## src/rtl/swtmr_pkg.sv

```systemverilog
package swtmr_pkg;
  // Register addresses
  typedef enum logic [1:0] {
    ADDR_INTERVAL = 2'd0,
    ADDR_CTRL     = 2'd1,
    ADDR_COUNT    = 2'd2,
    ADDR_SPARE    = 2'd3
  } reg_addr_e;

  // Bit positions in the control register
  localparam int CTRL_FLAG_BIT = 0;
  localparam int CTRL_EN_BIT   = 1;
endpackage

```

## src/rtl/swtmr_regs.sv

```systemverilog
module swtmr_regs
  import swtmr_pkg::*;
#(
  parameter int RLD_W  = 6,
  parameter int DATA_W = 8
) (
  input  logic              clk,
  input  logic              rst_n,
  input  logic              wr_en,
  input  logic [1:0]        wr_addr,
  input  logic [DATA_W-1:0] wr_data,
  output logic [RLD_W-1:0]  interval_q,
  output logic              enable_q,
  output logic              clr_req
);
  logic wr_int, wr_ctl;
  logic unused_hi;

  assign wr_int    = wr_en && (wr_addr == ADDR_INTERVAL);
  assign wr_ctl    = wr_en && (wr_addr == ADDR_CTRL);
  assign clr_req   = wr_ctl && wr_data[CTRL_FLAG_BIT];
  assign unused_hi = ^wr_data[DATA_W-1:RLD_W];

  always_ff @(posedge clk or negedge rst_n) begin
    if (!rst_n) begin
      interval_q <= '0;
      enable_q   <= 1'b0;
    end else begin
      if (wr_int) interval_q <= wr_data[RLD_W-1:0];
      if (wr_ctl) enable_q   <= wr_data[CTRL_EN_BIT];
    end
  end

  assert_interval_hold_R4: assert property (@(posedge clk) disable iff (!rst_n)
    !wr_int |=> $stable(interval_q));
  assert_enable_hold_R6: assert property (@(posedge clk) disable iff (!rst_n)
    !wr_ctl |=> $stable(enable_q));
endmodule

```

## src/rtl/swtmr_counter.sv

```systemverilog
module swtmr_counter #(
  parameter int RLD_W = 6,
  localparam int CNT_W = RLD_W + 1
) (
  input  logic             clk,
  input  logic             rst_n,
  input  logic             tick,
  input  logic             restart,
  input  logic [RLD_W-1:0] interval_q,
  output logic [CNT_W-1:0] cnt_q,
  output logic             expire
);
  localparam logic [CNT_W-1:0] FULL = CNT_W'(1) << RLD_W;
  localparam logic [CNT_W-1:0] ONE  = CNT_W'(1);

  logic [CNT_W-1:0] load_val;

  // An interval of zero means the full 2^RLD_W ticks
  assign load_val = (interval_q == '0) ? FULL : {1'b0, interval_q};
  assign expire   = tick && !restart && (cnt_q == ONE);

  always_ff @(posedge clk or negedge rst_n) begin
    if (!rst_n)        cnt_q <= FULL;
    else if (restart)  cnt_q <= load_val;
    else if (tick)     cnt_q <= (cnt_q == ONE) ? load_val : cnt_q - ONE;
  end

  assert_nonzero_R3: assert property (@(posedge clk) disable iff (!rst_n)
    cnt_q != '0);
  assert_hold_R2: assert property (@(posedge clk) disable iff (!rst_n)
    (!tick && !restart) |=> $stable(cnt_q));
  assert_step_R2: assert property (@(posedge clk) disable iff (!rst_n)
    (tick && !restart && cnt_q > ONE) |=> cnt_q == $past(cnt_q) - ONE);
  assert_reload_R3: assert property (@(posedge clk) disable iff (!rst_n)
    expire |=> cnt_q == $past(load_val));
  assert_restart_R9: assert property (@(posedge clk) disable iff (!rst_n)
    restart |=> cnt_q == $past(load_val));
endmodule

```

## src/rtl/swtmr_status.sv

```systemverilog
module swtmr_status (
  input  logic clk,
  input  logic rst_n,
  input  logic expire,
  input  logic clr_req,
  output logic flag_q
);
  // Set has priority over the write-one clear
  always_ff @(posedge clk or negedge rst_n) begin
    if (!rst_n)       flag_q <= 1'b0;
    else if (expire)  flag_q <= 1'b1;
    else if (clr_req) flag_q <= 1'b0;
  end

  assert_set_R3: assert property (@(posedge clk) disable iff (!rst_n)
    expire |=> flag_q);
  assert_set_wins_R8: assert property (@(posedge clk) disable iff (!rst_n)
    (expire && clr_req) |=> flag_q);
  assert_clear_R7: assert property (@(posedge clk) disable iff (!rst_n)
    (clr_req && !expire) |=> !flag_q);
  assert_sticky_R7: assert property (@(posedge clk) disable iff (!rst_n)
    (!clr_req && !expire) |=> flag_q == $past(flag_q));
endmodule

```

## src/rtl/swtmr_top.sv

```systemverilog
module swtmr_top
  import swtmr_pkg::*;
#(
  parameter int RLD_W  = 6,
  parameter int DATA_W = 8
) (
  input  logic              clk,
  input  logic              rst_n,
  input  logic              sw_rst,
  input  logic              stop,
  input  logic              tick,
  input  logic              wr_en,
  input  logic [1:0]        wr_addr,
  input  logic [DATA_W-1:0] wr_data,
  input  logic [1:0]        rd_addr,
  output logic [DATA_W-1:0] rd_data,
  output logic              irq
);
  localparam int CNT_W = RLD_W + 1;

  logic [RLD_W-1:0] interval_q;
  logic             enable_q, clr_req, flag_q, expire, restart;
  logic [CNT_W-1:0] cnt_q;

  assign restart = sw_rst || stop;

  swtmr_regs #(.RLD_W(RLD_W), .DATA_W(DATA_W)) u_regs (
    .clk(clk), .rst_n(rst_n), .wr_en(wr_en), .wr_addr(wr_addr),
    .wr_data(wr_data), .interval_q(interval_q), .enable_q(enable_q),
    .clr_req(clr_req)
  );

  swtmr_counter #(.RLD_W(RLD_W)) u_cnt (
    .clk(clk), .rst_n(rst_n), .tick(tick), .restart(restart),
    .interval_q(interval_q), .cnt_q(cnt_q), .expire(expire)
  );

  swtmr_status u_stat (
    .clk(clk), .rst_n(rst_n), .expire(expire), .clr_req(clr_req),
    .flag_q(flag_q)
  );

  always_comb begin
    rd_data = '0;
    case (rd_addr)
      ADDR_INTERVAL: rd_data = DATA_W'(interval_q);
      ADDR_CTRL:     rd_data = DATA_W'({enable_q, flag_q});
      ADDR_COUNT:    rd_data = DATA_W'(cnt_q);
      default:       rd_data = '0;
    endcase
  end

  assign irq = flag_q && enable_q;

  assert_restart_keeps_flag_R9: assert property (@(posedge clk) disable iff (!rst_n)
    (restart && !(wr_en && wr_addr == ADDR_CTRL)) |=> flag_q == $past(flag_q));
  assert_irq_needs_enable_R6: assert property (@(posedge clk) disable iff (!rst_n)
    irq |-> enable_q);
endmodule

```

## config.mk

```make
export PLATFORM = sky130hd
export DESIGN_NAME = swtmr_top
export DESIGN_NICKNAME = d
export VERILOG_FILES = /design/src/rtl/swtmr_pkg.sv /design/src/rtl/swtmr_regs.sv /design/src/rtl/swtmr_counter.sv /design/src/rtl/swtmr_status.sv /design/src/rtl/swtmr_top.sv
export SDC_FILE = /design/constraint.sdc
export NUM_CORES = 1
export LEC_CHECK = 0
export BUFFER_PORTS_ARGS = -buffer_cell sky130_fd_sc_hd__buf_2
export CORE_UTILIZATION = 54
export CTS_CLUSTER_DIAMETER = 80
export DETAILED_ROUTE_END_ITERATION = 6
export HOLD_SLACK_MARGIN = 0.03
export PLACE_DENSITY = 0.87
export SLEW_MARGIN = 20
export SYNTH_ARGS = -nofsm -noshare
export SYNTH_HDL_FRONTEND = slang
export SYNTH_SLANG_ARGS = --single-unit
```

## constraint.sdc

```tcl
create_clock -name clk -period 5.22 [get_ports clk]
set_input_delay 1.305 -clock clk [delete_from_list [all_inputs] [get_ports clk]]
set_output_delay 1.305 -clock clk [all_outputs]
set_load 0.005 [all_outputs]
```

Word-level counts from Yosys, hierarchy flattened
Index checks and enable logic that the tools add are counted.

storage, ports and cells
  register bits after elaboration = 15
  input port bits = 18
  output and inout bits = 9
  logic and storage cells = 29

operators by class
  add/subtract/negate cells = 1
  equal/unequal tests = 4
  multiplexer cells = 7
  reductions and logical operators = 13

operators by type and width
  cell                                                 count
  two-way mux 7 bit                                    4
  one-hot mux 7 bit (3 select lines)                   1
  equality test 7 x 1 -> 1 bit, second input constant  1
  subtractor 7 x 1 -> 7 bit, second input constant     1
  logical AND 1 bit                                    6
  zero test 6 bit                                      1
  equality test 2 x 1 -> 1 bit, second input constant  2
  zero test 2 bit                                      2
  nonzero test 2 bit                                   2
  equality test 2 bit, second input constant           1
  two-way mux 1 bit                                    2
  zero test 1 bit                                      1
  logical OR 1 bit                                     1

Longest topological paths before layout
Gate-level depths: netlist (run 1).

  depth after elaboration = 5
  depth in mapped cells = 6
  mapped depth without buffers = 6

By module
Synthesis (run 1) repeated with hierarchy kept, for this count alone.

second synthesis, totals
  cells, all modules = 101
  area, all modules = 984.7 µm²

by module, submodules not included
  module         instances  cells each  area each (µm²)  seq. area each (µm²)
  swtmr_counter  1          59          511.7            176.4
  swtmr_regs     1          18          287.8            175.2
  swtmr_top      1          21          148.9            0.0
  swtmr_status   1          3           36.3             25.0

Worst setup path after synthesis (run 1)
No wires, ideal clock.

  path kind = input to output
  from = in rd_addr[1]
  to = out rd_data[0]
  arrival time = 1.921 ns
  required time = 3.915 ns
  slack = 1.994 ns
  stages = 3
  buffers on the path = 1
  cell sequence = clkbuf_1 -> mux2i_1 -> o21ai_0

on the way
  word-level cells in the longest chain between the ends = 2
  elaborated cells between the ends (all ways) = 4
  those cells by class = eq/ne (2); mux (1); reduce/logical (1)

ends and longest elaborated chain
  element                                            line             source
  start, declared                                    swtmr_top.sv:15  input logic [1:0] rd_addr,
  equality test 2 bit, or another cell as far along  swtmr_top.sv:45  case (rd_addr)
  one-hot mux 7 bit (3 select lines) *               swtmr_top.sv:45
  end, declared                                      swtmr_top.sv:16  output logic [DATA_W-1:0] rd_data,

Every way passes the cells marked *; elsewhere a longest branch is shown, timed or not.

Worst setup path after layout (run 1)
  from = in rd_addr[1]
  to = out rd_data[1]

Same word-level chain as after synthesis.

==> results of run 1 <==
## cell families after synthesis
family                     synth area share (%)
DFF                                        39.7
other                                     0.395
AOI/OAI and AO/OA                          13.1
adders and majority gates                  2.64
and+or+nand+nor                            24.3
buffers and inverters                      3.17
muxes                                      16.8
## flip-flops by register name (all words and copies together) (netlist names)
register           cells
u_regs.interval_q      6
u_cnt.cnt_q            7
u_regs.enable_q        1
u_stat.flag_q          1
## where the power goes
| group | internal (uW) | switching [uW] | total [uW] | leakage [uW] |
|---|---|---|---|---|
| registers | 137 | 28.4 | 166 | 0.000178 |
| clock network | 28.4 | 38.7 | 67.1 | 0.0000177 |
| logic | 48.9 | 42.3 | 91.2 | 0.000306 |
## routing by layer
layer,vias up,routed length [um],part of all wire (%)
li1,401,-,-
met1,405,834,41
met2,51,985,48
met3,6,185,9.1
met4,0,27,1.3
met5,-,0,0
## cell usage after synthesis (2+ instances only)
library cell and number:
dfrtp_1 14, nor2_1 10, mux2i_1 8, mux2_2 7, nand2_1 4, nand3_1 4
clkbuf_1 3, inv_1 3, nor3_1 3, a21oi_1 2, ha_1 2, nand2b_1 2
o211ai_1 2, o21ai_0 2, o311ai_0 2, or4_1 2
## through the flow
stage / area, um^2 / utilization [%] / hold slack [ns]
after floorplan: 948 / - / 0.479
after global placement: 1060 / 67.5 / 0.498
after detailed placement: 1060 / 67.5 / 0.510
after CTS: 1090 / 69.3 / 0.531
after global routing: 1090 / 69.3 / 0.549
final: 1090 / 69.3 / 0.531
## layout by cell type (no fill, tap or decap), drive strengths merged, types with 3 or more instances in the layout
master	instances
mux2i	8
dfrtp	14
nor3	4
o21ai	3
buf	23
nand2	4
nand3	4
mux2	7
nor2	10
inv	3
clkbuf	3
## cell type report
class	instances	area [um^2]	share of cell area, %
Inverter	3	11.3	1.03
Sequential cell	15	377	34.5
Multi-Input combinational cell	74	542	49.6
Clock buffer	3	22.5	2.06
Timing Repair Buffer	23	115	10.5
Clock inverter	1	5.00	0.458
Tap cell	16	20.0	1.83
## how the worst max path moves through the flow
stage	slack [ns]	end
after global placement	1.98	rd_data[1]
after global routing	1.86	rd_data[1]
after CTS	1.97	rd_data[1]
final	1.97	rd_data[1]
after detailed placement	1.98	rd_data[1]
after floorplan	1.99	rd_data[0]
==> results.sh, run 1 <==
export IMPL_status="finished, final reports clean"
export IMPL_crit_path_start_kind="input port"
export IMPL_hold_viol=0
export IMPL_pre_cts_ws_ns=1.98
export IMPL_area_growth_pct=15.2
export IMPL_cpMostUsedCell="buf_2"
export IMPL_holdPathEnd="u_stat.flag_q"
export IMPL_powerDensity_mw_per_mm2=297
export IMPL_io_pins=27
export IMPL_nets=140
export IMPL_tightest_slew_ns=0.807
export IMPL_start_util_pct=60.2
export IMPL_clk_latency_ns=0.28
export IMPL_dp_hpwl_um=1550
export IMPL_cts_tree="yes"
export IMPL_layout_drive_gt1_share_pct=33.6
export IMPL_syn_nets=116
export IMPL_synth_edf_count=0
export IMPL_clk_pin_slew_ns=0.09
export IMPL_wire_per_inst_um=15.1
export IMPL_worstPathRequired_ns=3.91
export IMPL_postCtsHoldBufs=0
export IMPL_slowest_stage="buf_2"
export IMPL_gr_usage_met1_pct=30.6
export IMPL_ys_seq_area_share_pct=39.7
export IMPL_grt_use_met3_pct=4.17
export IMPL_crit_buf_inv=2
export IMPL_crit_start="rd_addr[1]"
export IMPL_syn_area_um2=948
export IMPL_grt_pass1_vias=788
export IMPL_vias_per_cell=6.39
export IMPL_post_place_cells=131
export IMPL_ff2ff_path_depth=4
export IMPL_clockRootBuffer="clkbuf_4"
export IMPL_drv_slew=0
export IMPL_fin_skew_ns=0.00361
export IMPL_synth_largest_area_cell="dfrtp_1"
export IMPL_grt_pass1_wl_um=3330
export IMPL_synth_async_reset_ratio_pct=100
export IMPL_synth_area_top_cells="dfrtp_1, mux2i_1, mux2_2, nor2_1, dfstp_2"
export IMPL_vias=863
export IMPL_grt_busiest_layer="met2"
export IMPL_fmax_mhz=307
export IMPL_path_depth=4
export IMPL_synth_distinct_cells=42
export IMPL_min_period_over_period_pct=62.3
export IMPL_path_cells="buf_2, mux2i_1, o21ai_0, buf_2"
export IMPL_fp_coreArea_mm2=0.00158
export IMPL_grt_max_degree=16
export IMPL_cap_violations=0
export IMPL_fin_cells=135
export IMPL_htreeDepth=1
export IMPL_clock_sinks=15
export IMPL_fin_crit_ns=3.25
export IMPL_fin_setup_tns_ns=0
export IMPL_cp_data_arrival_time_ns=1.95
export IMPL_path_delay_family="buffers and inverters"
export IMPL_ys_ff_latch=15
export IMPL_hp_class="flip-flop to flip-flop"
export IMPL_ctsResizeCount=0
export IMPL_synthCells=96
export IMPL_io_buffers=23
export IMPL_crit_path_max_incr_delay_ns=0.22
export IMPL_totalWireLength_um=2030
export IMPL_clock_path_buffers=2
export IMPL_rows=14
export IMPL_die_w_um=43.9
export IMPL_n_antenna_cell=0
export IMPL_min_from="u_stat.flag_q"
export IMPL_gp_congestion=0.913
export IMPL_cp_max_fo=8
export IMPL_drtIter0Drc=30
export IMPL_r2r_start="u_cnt.cnt_q[4]"
export IMPL_power_leakage_uw=0.000501
export IMPL_hold_path_depth=1
export IMPL_die_area_mm2=0.00193
export IMPL_ir_worst_vdd_mv=0.187
export IMPL_r2r_end="u_cnt.cnt_q[6]"
export IMPL_slew_headroom_pct=46.1
export IMPL_finalPower_uw=324
export IMPL_antenna_found_initial=0
export IMPL_postCtsSetupRepairBufs=0
export IMPL_cts_buffers=3
export IMPL_grt_overflow=0
export IMPL_ant_nets=0
export IMPL_rsz0062_at_grt="no"
export IMPL_end_kind="output pin"
export IMPL_synth_top_area_share_pct=36.9
export IMPL_synth_ff_type="dfrtp_1"
export IMPL_grt_usage_pct=23.5
export IMPL_use_met2_pct=38.2
export IMPL_layout_setup_ws_ns=1.97
export IMPL_fillers=136
export IMPL_yosysWarnings=0
export IMPL_setup_viol=0
export IMPL_drtPass1Iterations=4
export IMPL_syn_mean_instance_area_um2=9.88
export IMPL_die_y_um=43.9
export IMPL_crit_type="input port to output pin"
export IMPL_ff2ff_setup_slack_ns=3.29
export IMPL_drc_errors=0
No activity file was read; power rests on OpenSTA's default activity.
==> run 2: changes to the inputs <==
- CORE_UTILIZATION: 54 -> 50
- PLACE_DENSITY: 0.87 -> 0.82
- clock period: 5.22 -> 3.4 ns (I/O delays scaled with it)
==> run 2 against run 1 <==
First-iteration DRC count fell by 43%. Die area rose by 7.6%. Global-route usage barely moved. Cell count rose by 6.7%. Critical path depth did not move. Register-to-register slack got worse by 1.8 ns.
==> results.sh, run 2 (same netlist as run 1, synthesis figures left out) <==
export IMPL_layout_drive_gt1_share_pct=32.8
export IMPL_rsz0062_at_grt="no"
export IMPL_postCtsSetupRepairBufs=0
export IMPL_clk_pin_slew_ns=0.10
export IMPL_layout_setup_ws_ns=1.05
export IMPL_fp_coreArea_mm2=0.00175
export IMPL_mostFrequentLayoutCell="buf_2"
export IMPL_top_regs="u_cnt.cnt_q: 7 flops, u_regs.interval_q: 6 flops"
export IMPL_end_kind="output pin"
export IMPL_postPlaceCellArea_mm2=0.00108
export IMPL_totalWireLength_um=2050
export IMPL_power_leakage_uw=0.000499
export IMPL_tightest_slew_ns=0.824
export IMPL_drtPass1Iterations=4
export IMPL_io_pins=27
export IMPL_post_place_cells=140
export IMPL_ant_nets=0
export IMPL_io_buffers=23
export IMPL_largest_reg_flops=7
export IMPL_utilization_pct=63.2
export IMPL_clock_path_buffers=2
export IMPL_clk_latency_ns=0.28
export IMPL_start_util_pct=54.3
export IMPL_cts_buffers=3
export IMPL_crit_type="input port to output pin"
export IMPL_fin_area_mm2=0.00110
export IMPL_n_antenna_cell=0
export IMPL_die_y_um=45.6
export IMPL_antenna_found_initial=0
export IMPL_clockRootBuffer="clkbuf_4"
export IMPL_slew_headroom_pct=44.9
export IMPL_crit_path_start_kind="input port"
export IMPL_nets=140
export IMPL_drtIter0Drc=17
export IMPL_grt_max_degree=16
export IMPL_wire_per_inst_um=14.2
export IMPL_status="finished, final reports clean"
export IMPL_grt_usage_pct=23.5
export IMPL_clock_sinks=15
export IMPL_drc_errors=0
export IMPL_grt_overflow=0
export IMPL_fin_crit_ns=2.35
export IMPL_grt_pass1_vias=789
export IMPL_die_area_mm2=0.00207
export IMPL_htreeDepth=1
export IMPL_area_growth_pct=16.2
export IMPL_hold_viol=0
export IMPL_drv_slew=0
export IMPL_cp_max_fo=8
export IMPL_pre_cts_ws_ns=1.05
export IMPL_vias_per_cell=5.69
export IMPL_fin_cells=144
export IMPL_grt_pass1_wl_um=3420
export IMPL_fmax_mhz=425
export IMPL_fin_setup_tns_ns=0
export IMPL_gp_congestion=0.839
export IMPL_worstPathRequired_ns=2.55
export IMPL_dp_hpwl_um=1570
export IMPL_cp_data_arrival_time_ns=1.50
export IMPL_setup_viol=0
export IMPL_postCtsHoldBufs=0
export IMPL_top_register="u_cnt.cnt_q"
export IMPL_cts_tree="yes"
export IMPL_fin_skew_ns=0.0104
export IMPL_min_period_over_period_pct=69.2
export IMPL_hp_class="input port to async pin"
export IMPL_cap_violations=0
export IMPL_vias=819
export IMPL_rows=15
export IMPL_ctsResizeCount=0
export IMPL_ir_worst_vdd_mv=0.328
export IMPL_die_w_um=45.6
export IMPL_final_cell_mix="buf_2, dfrtp_1, nor2_1"
export IMPL_powerDensity_mw_per_mm2=454
[run 2: cell count changes in the layout (fill, tap and decap cells not counted)]
cell      previous run  this run
clkbuf_1             0         1
clkinv_2             1         0
[run 2: worst paths after layout]
kind / startpoint / endpoint / slack, ns / cells after the start
max: rd_addr[1] / rd_data[1] / 1.05 / 4
min: rst_n / u_cnt.cnt_q[4] / 0.45 / 1
max reg2reg: u_cnt.cnt_q[4] / u_cnt.cnt_q[6] / 1.50 / 4
min reg2reg: u_stat.flag_q / u_stat.flag_q / 0.54 / 1
max in group asynchronous: rst_n / u_cnt.cnt_q[6] / 2.65 / 1
min in group clk: u_stat.flag_q / u_stat.flag_q / 0.54 / 1
[run 2: critical path: stages]
cell and delay [ns]:
buf_2 0.22, mux2i_1 0.22, o21ai_0 0.08, buf_2 0.13
[run 2: layout make-up]
cell class                 instances  area, um^2
fill                             153         643
multi-input combinational         74         542
sequential                        15         377
timing repair buffer              23         115
tap                               25        31.3
clock buffer                       4        26.3
inverter                           3        11.3
[run 2: per-stage QoR]
stage	power, uW	hold slack, ns
after global placement	389	0.498
final	500	0.450
after global routing	533	0.470
after detailed placement	397	0.519
after CTS	500	0.462
after floorplan	346	0.479
[run 2: power by group]
| part | total (uW) | internal (uW) | switching, uW |
|---|---|---|---|
| registers | 255 | 211 | 44.4 |
| logic | 139 | 74.8 | 64.4 |
| clock network | 105 | 45.5 | 59.8 |
| total | 500 | 331 | 169 |
[run 2: metal layers]
layer / routed length, um / track usage, % / part of all wire [%]
met5: 0 / 0 / 0
met4: 13 / 8.48 / 0.64
met3: 106 / 4.76 / 5.2
met2: 1000 / 39.1 / 49
met1: 921 / 29.8 / 45
==> run 3: changes to the inputs <==
- clock period: 3.4 -> 2.2 ns (I/O delays scaled with it)
==> run 3 against run 2 <==
Critical path depth unchanged. Count of clock-buffer cells in the layout unchanged. Die area unchanged. Clock skew decreased by 0.0032 ns. Utilization increased by 0.86 points. Power increased by 55%. Cell count increased by 1.4%. Sequential power increased by 55%. Sequential cell count unchanged. Critical path type is now flip-flop to flip-flop. Highest routed layer unchanged.
==> results.sh, run 3 (same netlist as run 1, synthesis figures left out) <==
export IMPL_status="finished, final reports clean"
export IMPL_start_util_pct=54.3
export IMPL_drtPass1Iterations=4
export IMPL_vias_per_cell=5.91
export IMPL_postCtsSetupRepairBufs=0
export IMPL_top_register="u_cnt.cnt_q"
export IMPL_io_buffers=23
export IMPL_powerDensity_mw_per_mm2=693
export IMPL_r2r_start="u_cnt.cnt_q[4]"
export IMPL_grt_usage_pct=22.7
export IMPL_cts_tree="yes"
export IMPL_critPathCapture="u_cnt.cnt_q[6]"
export IMPL_cp_data_arrival_time_ns=2.15
export IMPL_grt_max_degree=16
export IMPL_post_place_cells=142
export IMPL_min_period_over_period_pct=87.8
export IMPL_io_pins=27
export IMPL_fin_skew_ns=0.00712
export IMPL_clock_sinks=15
export IMPL_fin_cells=146
export IMPL_wire_per_inst_um=14.2
export IMPL_drv_slew=0
export IMPL_setup_viol=0
export IMPL_grt_pass1_vias=768
export IMPL_gp_congestion=0.829
export IMPL_ant_nets=0
export IMPL_crit_type="flip-flop to flip-flop"
export IMPL_drc_errors=0
export IMPL_power_leakage_uw=0.000509
export IMPL_drtIter0Drc=24
export IMPL_ff2ff_setup_slack_ns=0.27
export IMPL_fp_coreArea_mm2=0.00175
export IMPL_fmax_mhz=518
export IMPL_area_growth_pct=17.8
export IMPL_end_kind="flip-flop"
export IMPL_hold_viol=0
export IMPL_worstPathRequired_ns=2.42
export IMPL_antenna_found_initial=0
export IMPL_utilization_pct=64.0
export IMPL_cp_max_fo=6
export IMPL_htreeDepth=1
export IMPL_n_antenna_cell=0
export IMPL_postCtsHoldBufs=0
export IMPL_largest_reg_flops=7
export IMPL_finalPower_uw=775
export IMPL_clk_latency_ns=0.29
export IMPL_die_y_um=45.6
export IMPL_nets=142
export IMPL_grt_pass1_wl_um=3310
export IMPL_die_area_mm2=0.00207
export IMPL_final_cell_mix="buf_2, dfrtp_1, nor2_1"
export IMPL_cts_buffers=3
export IMPL_top_regs="u_cnt.cnt_q: 7 flops, u_regs.interval_q: 6 flops"
export IMPL_grt_overflow=0
export IMPL_ctsResizeCount=0
export IMPL_crit_path_start_kind="flip-flop"
export IMPL_dp_hpwl_um=1570
export IMPL_ir_worst_vdd_mv=0.414
export IMPL_rsz0062_at_grt="no"
export IMPL_mostFrequentLayoutCell="buf_2"
export IMPL_r2r_end="u_cnt.cnt_q[6]"
export IMPL_clockRootBuffer="clkbuf_4"
export IMPL_fin_crit_ns=1.93
export IMPL_totalWireLength_um=2070
export IMPL_layout_drive_gt1_share_pct=33.9
export IMPL_fin_setup_tns_ns=0
export IMPL_clk_pin_slew_ns=0.09
export IMPL_vias=863
export IMPL_rows=15
export IMPL_clock_path_buffers=2
export IMPL_hp_class="input port to async pin"
export IMPL_crit_start="u_cnt.cnt_q[4]"
export IMPL_cap_violations=0
export IMPL_die_w_um=45.6
export IMPL_ff2ff_path_depth=4
==> run 3: cell types whose count changed in the layout (fill, tap and decap cells not counted), sizes merged <==
cell	change
buf	+2
==> run 3: worst max-delay path, stage by stage (launching register included) <==
cell	delay (ns)
dfrtp_1	0.45
or3_4	0.43
o31a_1	0.36
or4_1	0.50
o21ai_1	0.11
==> run 3: where the power goes <==
group | leakage [uW] | total [uW] | internal, uW | switching, uW
clock network | 0.0000150 | 161 | 70.6 | 90.6
registers | 0.000178 | 394 | 326 | 67.6
logic | 0.000316 | 219 | 118 | 102
total | 0.000509 | 775 | 515 | 260
==> run 3: how the worst min path moves through the flow <==
| stage | to | slack [ns] | depth (start not counted) |
|---|---|---|---|
| floorplan | u_cnt.cnt_q[0] | 0.25 | 0 |
| global placement | u_cnt.cnt_q[4] | 0.47 | 1 |
| detailed placement | u_cnt.cnt_q[0] | 0.47 | 1 |
| CTS | u_cnt.cnt_q[0] | 0.16 | 1 |
| global route | u_regs.enable_q | 0.17 | 1 |
| finish | u_cnt.cnt_q[0] | 0.14 | 1 |
==> run 3: final cells by class <==
type	instances	area, um^2
inverters	3	11.3
fillers	152	628
well taps	25	31.3
clock buffers	4	26.3
multi-input cells	74	542
repair buffers	25	130
flip-flops and latches	15	377
==> run 3: per-layer routing <==
| layer | vias to the layer above | part of all wire, % | track usage (%) |
|---|---|---|---|
| met2 | 43 | 47 | 36.6 |
| met5 | - | 0 | 0 |
| li1 | 408 | - | - |
| met3 | 7 | 7.9 | 3.57 |
| met1 | 405 | 43 | 28.8 |
| met4 | 0 | 2.2 | 12.1 |
==> run 3: through the flow <==
step,instance area [um^2],hold slack [ns],worst slack [ns]
5_1_grt,1120,0.174,0.214
4_1_cts,1120,0.158,0.283
3_3_place_gp,1090,0.472,0.350
2_1_floorplan,948,0.254,0.459
6_report,1120,0.144,0.269
3_5_place_dp,1090,0.472,0.311
